**src/rtl/roi_stats_pkg.sv**
```systemverilog
package roi_stats_pkg;
  localparam int PIX_W      = 8;
  localparam int SMP_W      = PIX_W + 1;
  localparam int CHROMA_MID = 1 << (PIX_W - 1);
  localparam int N_SUMS     = 3;

  typedef enum logic [1:0] {
    WR_HSTART = 2'd0,
    WR_HEND   = 2'd1,
    WR_VSTART = 2'd2,
    WR_VEND   = 2'd3
  } wr_sel_e;

  typedef enum logic [2:0] {
    RD_PEAK   = 3'd0,
    RD_YSUM   = 3'd1,
    RD_CRSUM  = 3'd2,
    RD_CBSUM  = 3'd3,
    RD_HSTART = 3'd4,
    RD_HEND   = 3'd5,
    RD_VSTART = 3'd6,
    RD_VEND   = 3'd7
  } rd_sel_e;

  // offset-binary chroma to signed, mid code becomes zero
  function automatic logic signed [SMP_W-1:0] center_chroma(input logic [PIX_W-1:0] c);
    return $signed({1'b0, c}) - $signed(SMP_W'(CHROMA_MID));
  endfunction

  // luma as a non-negative sample of the common width
  function automatic logic signed [SMP_W-1:0] widen_luma(input logic [PIX_W-1:0] y);
    return $signed({1'b0, y});
  endfunction
endpackage

```
**src/rtl/roi_pos_tracker.sv**
```systemverilog
module roi_pos_tracker #(
  parameter int POS_W = 11
) (
  input  logic             clk,
  input  logic             rst_n,
  input  logic             pix_valid,
  input  logic             hsync,
  input  logic             vsync,
  input  logic [POS_W-1:0] h_start,
  input  logic [POS_W-1:0] h_end,
  input  logic [POS_W-1:0] v_start,
  input  logic [POS_W-1:0] v_end,
  output logic             in_win
);
  logic [POS_W-1:0] h_pos;
  logic [POS_W-1:0] v_pos;
  logic             pix_take;
  logic             h_inside;
  logic             v_inside;

  assign pix_take = pix_valid & ~hsync & ~vsync;
  assign h_inside = (h_pos >= h_start) && (h_pos <= h_end);
  assign v_inside = (v_pos >= v_start) && (v_pos <= v_end);
  assign in_win   = pix_take & h_inside & v_inside;

  always_ff @(posedge clk) begin
    if (!rst_n) begin
      h_pos <= '0;
      v_pos <= '0;
    end else if (vsync) begin
      h_pos <= '0;
      v_pos <= '0;
    end else if (hsync) begin
      h_pos <= '0;
      if (v_pos != '1) v_pos <= v_pos + 1'b1;
    end else if (pix_valid && h_pos != '1) begin
      h_pos <= h_pos + 1'b1;
    end
  end
endmodule

```
**src/rtl/roi_sat_accum.sv**
```systemverilog
module roi_sat_accum #(
  parameter int ACC_W     = 32,
  parameter int IN_W      = 9,
  parameter bit IS_SIGNED = 1'b0
) (
  input  logic                   clk,
  input  logic                   rst_n,
  input  logic                   clear,
  input  logic                   add_en,
  input  logic signed [IN_W-1:0] sample,
  output logic [ACC_W-1:0]       acc,
  output logic                   sat_hit
);
  localparam int EXT_W = ACC_W + 1;

  logic [EXT_W-1:0] sum_ext;
  logic [ACC_W-1:0] acc_nxt;
  logic             ovf;

  generate
    if (IS_SIGNED) begin : g_signed
      always_comb begin
        sum_ext = {acc[ACC_W-1], acc} + {{(EXT_W-IN_W){sample[IN_W-1]}}, sample};
        ovf     = sum_ext[EXT_W-1] ^ sum_ext[EXT_W-2];
        if (!ovf)                 acc_nxt = sum_ext[ACC_W-1:0];
        else if (sum_ext[EXT_W-1]) acc_nxt = {1'b1, {(ACC_W-1){1'b0}}};
        else                      acc_nxt = {1'b0, {(ACC_W-1){1'b1}}};
      end
    end else begin : g_unsigned
      always_comb begin
        sum_ext = {1'b0, acc} + {{(EXT_W-IN_W){1'b0}}, sample};
        ovf     = sum_ext[EXT_W-1];
        acc_nxt = ovf ? '1 : sum_ext[ACC_W-1:0];
      end
    end
  endgenerate

  assign sat_hit = add_en & ovf;

  always_ff @(posedge clk) begin
    if (!rst_n)      acc <= '0;
    else if (clear)  acc <= '0;
    else if (add_en) acc <= acc_nxt;
  end
endmodule

```
**src/rtl/roi_peak_hold.sv**
```systemverilog
module roi_peak_hold #(
  parameter int PIX_W = 8
) (
  input  logic             clk,
  input  logic             rst_n,
  input  logic             clear,
  input  logic             upd_en,
  input  logic [PIX_W-1:0] sample,
  output logic [PIX_W-1:0] peak
);
  logic higher;
  assign higher = sample > peak;

  always_ff @(posedge clk) begin
    if (!rst_n)                 peak <= '0;
    else if (clear)             peak <= '0;
    else if (upd_en && higher)  peak <= sample;
  end
endmodule

```
**src/rtl/roi_stats.sv**
```systemverilog
module roi_stats
  import roi_stats_pkg::*;
#(
  parameter int POS_W = 11,
  parameter int ACC_W = 32
) (
  input  logic             clk,
  input  logic             rst_n,
  input  logic             pix_valid,
  input  logic             hsync,
  input  logic             vsync,
  input  logic [7:0]       luma,
  input  logic [7:0]       cr,
  input  logic [7:0]       cb,
  input  logic             wr_en,
  input  logic [1:0]       wr_addr,
  input  logic [POS_W-1:0] wr_data,
  input  logic [2:0]       rd_addr,
  output logic [ACC_W-1:0] rd_data,
  output logic             stats_ready
);
  localparam int PAD_POS  = ACC_W - POS_W;
  localparam int PAD_PEAK = ACC_W - PIX_W;

  logic [POS_W-1:0] win_hs, win_he, win_vs, win_ve;
  logic             in_win;
  logic [PIX_W-1:0] peak_run;
  logic [PIX_W-1:0] out_peak;
  logic signed [SMP_W-1:0] smp [N_SUMS];
  logic [ACC_W-1:0] acc_run [N_SUMS];
  logic [ACC_W-1:0] out_sum [N_SUMS];
  logic [N_SUMS-1:0] acc_sat;
  logic [ACC_W-1:0] luma_run;
  logic [ACC_W-1:0] out_luma;
  logic             luma_sat;

  // window edge registers
  always_ff @(posedge clk) begin
    if (!rst_n) begin
      win_hs <= '0;
      win_he <= '1;
      win_vs <= '0;
      win_ve <= '1;
    end else if (wr_en) begin
      case (wr_sel_e'(wr_addr))
        WR_HSTART: win_hs <= wr_data;
        WR_HEND:   win_he <= wr_data;
        WR_VSTART: win_vs <= wr_data;
        default:   win_ve <= wr_data;
      endcase
    end
  end

  roi_pos_tracker #(.POS_W(POS_W)) u_pos (
    .clk       (clk),
    .rst_n     (rst_n),
    .pix_valid (pix_valid),
    .hsync     (hsync),
    .vsync     (vsync),
    .h_start   (win_hs),
    .h_end     (win_he),
    .v_start   (win_vs),
    .v_end     (win_ve),
    .in_win    (in_win)
  );

  roi_peak_hold #(.PIX_W(PIX_W)) u_peak (
    .clk    (clk),
    .rst_n  (rst_n),
    .clear  (vsync),
    .upd_en (in_win),
    .sample (luma),
    .peak   (peak_run)
  );

  assign smp[0] = widen_luma(luma);
  assign smp[1] = center_chroma(cr);
  assign smp[2] = center_chroma(cb);

  generate
    for (genvar k = 0; k < N_SUMS; k++) begin : g_sum
      roi_sat_accum #(
        .ACC_W     (ACC_W),
        .IN_W      (SMP_W),
        .IS_SIGNED (k != 0)
      ) u_acc (
        .clk     (clk),
        .rst_n   (rst_n),
        .clear   (vsync),
        .add_en  (in_win),
        .sample  (smp[k]),
        .acc     (acc_run[k]),
        .sat_hit (acc_sat[k])
      );

      always_ff @(posedge clk) begin
        if (!rst_n)     out_sum[k] <= '0;
        else if (vsync) out_sum[k] <= acc_run[k];
      end
    end
  endgenerate

  always_ff @(posedge clk) begin
    if (!rst_n) begin
      out_peak    <= '0;
      stats_ready <= 1'b0;
    end else begin
      stats_ready <= vsync;
      if (vsync) out_peak <= peak_run;
    end
  end

  // named taps for the checker
  assign luma_run = acc_run[0];
  assign out_luma = out_sum[0];
  assign luma_sat = acc_sat[0];

  always_comb begin
    case (rd_sel_e'(rd_addr))
      RD_PEAK:   rd_data = {{PAD_PEAK{1'b0}}, out_peak};
      RD_YSUM:   rd_data = out_sum[0];
      RD_CRSUM:  rd_data = out_sum[1];
      RD_CBSUM:  rd_data = out_sum[2];
      RD_HSTART: rd_data = {{PAD_POS{1'b0}}, win_hs};
      RD_HEND:   rd_data = {{PAD_POS{1'b0}}, win_he};
      RD_VSTART: rd_data = {{PAD_POS{1'b0}}, win_vs};
      default:   rd_data = {{PAD_POS{1'b0}}, win_ve};
    endcase
  end
endmodule

```
**config.mk**
```make
export PLATFORM = sky130hd
export DESIGN_NAME = roi_stats
export DESIGN_NICKNAME = d
export VERILOG_FILES = /design/src/rtl/roi_stats_pkg.sv /design/src/rtl/roi_pos_tracker.sv /design/src/rtl/roi_sat_accum.sv /design/src/rtl/roi_peak_hold.sv /design/src/rtl/roi_stats.sv
export SDC_FILE = /design/constraint.sdc
export NUM_CORES = 1
export LEC_CHECK = 0
export BUFFER_PORTS_ARGS = -buffer_cell sky130_fd_sc_hd__buf_2
export CAP_MARGIN = 20
export CORE_MARGIN = 1
export CORE_UTILIZATION = 30
export CTS_CLUSTER_DIAMETER = 50
export CTS_CLUSTER_SIZE = 14
export DETAILED_ROUTE_END_ITERATION = 8
export RECOVER_POWER = 50
export SETUP_SLACK_MARGIN = 0.02
export SYNTH_ARGS = -nofsm -noshare
export SYNTH_HDL_FRONTEND = slang
export SYNTH_SLANG_ARGS = --single-unit
export TNS_END_PERCENT = 50
```
**constraint.sdc**
```tcl
create_clock -name clk -period 4.6 [get_ports clk]
set_input_delay 0.23 -clock clk [delete_from_list [all_inputs] [get_ports clk]]
set_output_delay 0.23 -clock clk [all_outputs]
set_load 0.01 [all_outputs]
```
==> flow_summary.json, run 1 <==
{
  "first_pass_iters": 5,
  "nNetsFinal": 2109,
  "cts_buffers": 36,
  "portBuffers": 78,
  "grt_antenna_before_repair": 3,
  "vias": 14200,
  "crit-reg2reg-launch": "g_sum[1].u_acc.acc[0]",
  "synth_cell_type_count": 85,
  "worst_slew_pin_slew_ns": 2.14,
  "htreeDepth": 2,
  "clk_pin_slew_worst_paths_ns": 0.06,
  "grt_max_degree": 70,
  "clock_sinks": 275,
  "die_h_um": 239,
  "max_freq_ghz": 0.262,
  "coreArea_um2": 55300,
  "insertion_delay_ns": 0.54,
  "cp_slowest_cell": "inv_1",
  "post_drt_wl_per_cell_um": 17.5,
  "hold_class": "in -> reg",
  "drive_gt1_share_pct": 11.0,
  "p_per_area_nw_per_um2": 322,
  "cp.arrival_ns": 4.00,
  "finalPower_mw": 6.21,
  "fin_worst_skew_ns": 0.0336,
  "ys.flop_type": "dfxtp_1",
  "cts.path.max_buffers": 3,
  "start_kind": "input port",
  "seqPwrFrac_pct": 42.2,
  "p_sw_mw": 1.63,
  "p_leak_nw": 8.24,
  "synth_area_leader_cell": "dfxtp_1",
  "drc": 0,
  "cp_max_fo": 59,
  "drv_slew": 191,
  "path_cells": "clkbuf_1, clkbuf_1, nor2b_4, inv_1, buf_4",
  "wl_um": 47500,
  "synth-seq-cells": 275,
  "slew-limit-headroom_pct": -42.8,
  "p_int_mw": 4.57,
  "period_share_pct": 82.8,
  "status": "finished with violations",
  "syn_area_um2": 16900,
  "hold_viol_final": 0,
  "areaGrowthSynthToFinish_pct": 14.1,
  "setup_viol": 0,
  "synth-seq-area-share_pct": 38.3,
  "final.setup.tns_ns": 0,
  "row_count": 86,
  "pwr-share-comb_pct": 11.0,
  "ios": 79,
  "grt_pass1_vias": 13500,
  "async_flop_share_pct": 0,
  "crit_path_end": "out_sum[2][27]",
  "yosys.area.top_type_share_pct": 21.2,
  "cts_root_buf": "clkbuf_16",
  "worst_ir_drop_vdd_mv": 0.232,
  "synth-edff-count": 96,
  "violations": "capacitance limit, slew limit",
  "path_class": "in -> reg",
  "dp_hpwl_um": 34400,
  "synth_commonest_cells": "a21oi_1, dfxtp_1, nor2_1",
  "grt_usage_pct": 16.4,
  "end_kind": "register",
  "die_area_um2": 57200,
  "drtIter0Drc": 1124,
  "crit_top_cell": "clkbuf_1",
  "final_area_um2": 19300,
  "period_needed_ns": 3.81,
  "ant_nets": 0,
  "slowest_delay_ns": 1.57,
  "r2r_end": "g_sum[1].u_acc.acc[1]",
  "synth.avg_cell_area_um2": 8.88,
  "grt_pass1_wl_um": 75100,
  "viasPerCell": 5.24,
  "place_area_um2": 18000,
  "start_util_pct": 30.5,
  "grt.overflow.total": 0,
  "reg2reg_setup_slack_ns": 0.92,
  "die_w_um": 239,
  "synth_most_common_cell": "a21oi_1",
  "yosysWarnings": 0,
  "gp_congestion": 0.885,
  "synthesis.nets": 2076,
  "rr_worst_depth": 14,
  "pwr-share-clk_pct": 46.8,
  "critPathRequiredTime_ns": 4.79,
  "rsz0062_at_grt": "no",
  "p_sw_share_pct": 26.3,
  "netlist_instances": 1901,
  "maxCapViolCount": 4,
  "worstSetupStartpoint": "vsync",
  "synth_area_leaders": "dfxtp_1, edfxtp_1, ha_1",
  "cts_tree": "built"
}
==> worst min path at each step <==
stage               cells past startpoint  startpoint  slack, ns         endpoint
global route                            3   pix_valid       0.02  u_pos.h_pos[10]
global placement                        2   win_vs[3]       0.47        win_vs[3]
finish                                  3   pix_valid       0.01  u_pos.h_pos[10]
CTS                                     3  wr_data[4]      0.004        win_ve[4]
detailed placement                      2   win_vs[7]       0.48        win_vs[7]
floorplan                               2  wr_data[0]       0.37        win_he[0]
==> metrics by stage <==
| step | setup WS, ns | hold slack (ns) | util (%) | cells |
|---|---|---|---|---|
| floorplan | 0.225 | 0.368 | - | 1901 |
| global placement | 0.957 | 0.472 | 32.5 | 2637 |
| detailed placement | 0.882 | 0.479 | 32.5 | 2637 |
| CTS | 0.863 | 0.00375 | 34.9 | 2709 |
| global route | 0.418 | 0.0205 | 34.8 | 2709 |
| finish | 0.790 | 0.0103 | 34.8 | 2710 |
==> cells by family after synthesis <==
kind of cell               synth area share, %
AOI/OAI and AO/OA                         22.0
and+or+nand+nor                           17.0
DFF                                       38.3
buffers and inverters                     4.54
adders and majority gates                 9.96
xor gates and xnor gates                  4.41
muxes                                     3.79
==> layout make-up <==
cell class	count	area, µm²
Antenna cell	1	2.50
Sequential cell	275	6470
Inverter	84	315
Timing Repair Buffer	108	641
Multi-Input combinational cell	1429	9670
Clock buffer	42	955
Tap cell	748	936
Fill cell	5681	36000
Clock inverter	23	282
==> power by group through the flow <==
stage / clock network [mW] / logic [mW] / registers (mW)
after global placement: 0 / 0.664 / 2.67
after floorplan: 0 / 0.478 / 2.66
final: 2.90 / 0.684 / 2.62
after CTS: 2.96 / 0.682 / 2.62
after global routing: 3.06 / 0.758 / 2.62
after detailed placement: 0 / 0.673 / 2.67
==> flip-flops by register name, summed over array words and instances (netlist names) <==
signal and flops:
out_peak 8, win_he 11, u_pos.h_pos 11, win_vs 11, win_hs 11, u_pos.v_pos 11, u_peak.peak 8, out_sum 96
win_ve 11, g_sum.u_acc.acc 96, stats_ready 1
==> repair_timing <==
action                                 CTS  global route
resized for setup                        0             0
hold buffers                             7             0
endpoints found under the hold margin   10             0
buffers inserted                         0             0
==> layout by cell type (no fill, tap or decap), drive strengths merged, types with 11 or more instances in the layout <==
master and instances:
buf 93, a22oi 23, clkinv 11, mux2i 28, and3 116, a21o 38
clkbuf 50, nand4 24, nor3 18, a31oi 11, xor2 35, nand2 131
a21oi 205, edfxtp 96, nand3 31, inv 89, mux2 28, ha 126
o211ai 29, nor2 148, nand2b 20, xnor2 47, o21ai 138, a211oi 31
o21a 19, dfxtp 179, nor2b 42, a21boi 16
==> critical path: cells and delay by family <==
family	cells	cell delay [ns]
and+or+nand+nor	1	0.03
buffers and inverters	4	3.67
==> metal layers <==
layer	vias to the layer above	routed length, µm	GRT usage, %
li1	7014	-	-
met2	347	21500	26.3
met4	0	814	3.79
met5	-	0	0
met1	6778	22800	23.4
met3	54	2490	1.92
No activity file was read; power rests on OpenSTA's default activity.
==> inputs of run 2 (changes only) <==
Settings changed: ABC_AREA set to 1.
Clock period 4.6 ns to 3.99 ns, I/O delays scaled along.
==> flow_summary.json, run 2 <==
{
  "status": "finished with violations",
  "violations": "capacitance limit, slew limit",
  "fin_worst_skew_ns": 0.0115,
  "grt_pass1_vias": 15800,
  "grt_max_degree": 90,
  "ys.flop_type": "dfxtp_1",
  "slew-limit-headroom_pct": -0.509,
  "synth_most_common_cell": "nand2_1",
  "post-place-ws_ns": 1.09,
  "finalPower_mw": 6.63,
  "mostFrequentLayoutCells": "nand2_1, inv_1, nor2_1",
  "synth_cell_type_count": 52,
  "synth-seq-cells": 275,
  "period_needed_ns": 2.88,
  "fin_ws_ns": 1.11,
  "cp_max_fo": 82,
  "placed_cells": 3370,
  "grt_use_met3_pct": 2.19,
  "hold_class": "in -> reg",
  "drtIter0Drc": 1156,
  "top_regs": "g_sum.u_acc.acc x96, out_sum x96",
  "yosysWarnings": 0,
  "grt_usage_pct": 17.0,
  "drv_slew": 37,
  "max_freq_ghz": 0.347,
  "clk_pin_slew_worst_paths_ns": 0.06,
  "ant_nets": 0,
  "start_kind": "input port",
  "cts_buffers": 30,
  "critPathRequiredTime_ns": 4.47,
  "final_common_cell": "nand2_1",
  "slowest_delay_ns": 1.07,
  "fill_cells": 6421,
  "worst_slew_pin_slew_ns": 1.51,
  "grt.overflow.total": 0,
  "path_cells": "clkbuf_1, inv_1, nor2_1, inv_6, nor2_1, inv_1, a211oi_1",
  "grt-busiest-layer": "met2",
  "portBuffers": 78,
  "synth_commonest_cells": "nand2_1, inv_1, nor2_1",
  "insertion_delay_ns": 0.57,
  "cp_slowest_cell": "clkbuf_1",
  "cts_root_buf": "clkbuf_16",
  "worst_ir_drop_vdd_mv": 0.282,
  "hold_viol_final": 0,
  "multi_input_comb_area_um2": 10100,
  "coreArea_um2": 60200,
  "drc": 0,
  "die_area_um2": 61900,
  "ios": 79,
  "path_class": "in -> reg",
  "end_kind": "register",
  "p_per_area_nw_per_um2": 321,
  "layout.cells.non_filler": 3452,
  "yosys.area.top_type_share_pct": 19.6,
  "dp_hpwl_um": 41500,
  "cts_resized": 0,
  "final_core_util_pct": 34.3,
  "cp.arrival_ns": 3.37,
  "wl_um": 53500,
  "path_delay_family": "buffers and inverters",
  "drive_gt1_share_pct": 9.74,
  "grt_antenna_before_repair": 0,
  "synth-edff-count": 96,
  "row_count": 90,
  "vias": 16600,
  "netlist_instances": 2572,
  "antenna_cells": 0,
  "use_met2_pct": 27.6,
  "post_drt_wl_per_cell_um": 15.5,
  "clock_sinks": 275,
  "period_share_pct": 72.2,
  "cts_tree": "built",
  "nNetsFinal": 2821,
  "rsz0062_at_grt": "no",
  "async_flop_share_pct": 0,
  "grt_pass1_wl_um": 85600,
  "cts.path.max_buffers": 3,
  "die_h_um": 249,
  "critPathBufInv": 4,
  "areaGrowthSynthToFinish_pct": 13.0,
  "synth-seq-area-share_pct": 35.4,
  "first_pass_iters": 5,
  "gp_congestion": 0.955,
  "use_met1_pct": 24.1,
  "setup_viol": 0,
  "synth_area_leader_cell": "dfxtp_1",
  "synthesis.nets": 2747,
  "htreeDepth": 1,
  "final.setup.tns_ns": 0,
  "viasPerCell": 4.81,
  "synth_area_leaders": "dfxtp_1, edfxtp_1, nand2_1",
  "synth.avg_cell_area_um2": 7.11,
  "start_util_pct": 30.3,
  "p_leak_nw": 9.07,
  "regArea_um2": 6470,
  "syn_area_um2": 18300,
  "maxCapViolCount": 1,
  "die_w_um": 249
}
==> run 2: path summary, 6_finish.rpt <==
path / from / endpoint / slack, ns / cells after the start
worst min-delay path: wr_addr[1] / win_ve[0] / 0.05 / 5
worst max-delay path: rst_n / u_pos.h_pos[2] / 1.11 / 7
worst min register to register: u_peak.peak[6] / u_peak.peak[6] / 0.47 / 2
worst max register to register: g_sum[2].u_acc.acc[0] / g_sum[2].u_acc.acc[3] / 1.11 / 16
==> run 2: per-layer routing <==
| layer | share of wire, % | vias up |
|---|---|---|
| met3 | 5.4 | 70 |
| met4 | 1.9 | 0 |
| li1 | - | 8607 |
| met1 | 48 | 7527 |
| met5 | 0 | - |
| met2 | 45 | 390 |
==> run 2: cells by family (layout without fill, tap and decap cells) <==
kind of cell / after synthesis / after routing / synth area share [%]
and+or+nand+nor: 1197 / 1197 / 27.5
AOI/OAI and AO/OA: 496 / 496 / 16.4
buffers and inverters: 427 / 525 / 9.53
DFF: 275 / 275 / 35.4
adders and majority gates: 129 / 129 / 8.95
xor gates and xnor gates: 48 / 48 / 2.30
==> run 2: cell type report <==
cell class / instances / area share, %
Clock inverter: 18 / 0.909
Multi-Input combinational cell: 1870 / 48.9
Tap cell: 782 / 4.74
Inverter: 350 / 6.39
Sequential cell: 275 / 31.3
Timing Repair Buffer: 119 / 3.82
Clock buffer: 38 / 3.93
==> run 2: tightest hold or removal path, delay by kind of cell <==
kind | cells | cell delay [ns]
buffers and inverters | 1 | 0.11
and+or+nand+nor | 4 | 0.26
==> run 2: what timing repair did <==
item / CTS / global route
hold buffers: 24 / 0
hold endpoints to repair: 45 / 0
buffers inserted: 0 / 0
==> run 2: metrics by stage <==
stage | hold WS (ns) | instance area, µm²
4_1_cts | 0.0462 | 20600
6_report | 0.0506 | 20600
2_1_floorplan | 0.326 | 18300
3_3_place_gp | 0.453 | 19400
5_1_grt | 0.0755 | 20600
3_5_place_dp | 0.457 | 19400
==> run 2: report_power, final <==
group	switching [mW]	internal, mW
Sequential	0.0409	2.97
Clock	1.22	1.60
Combinational	0.548	0.250
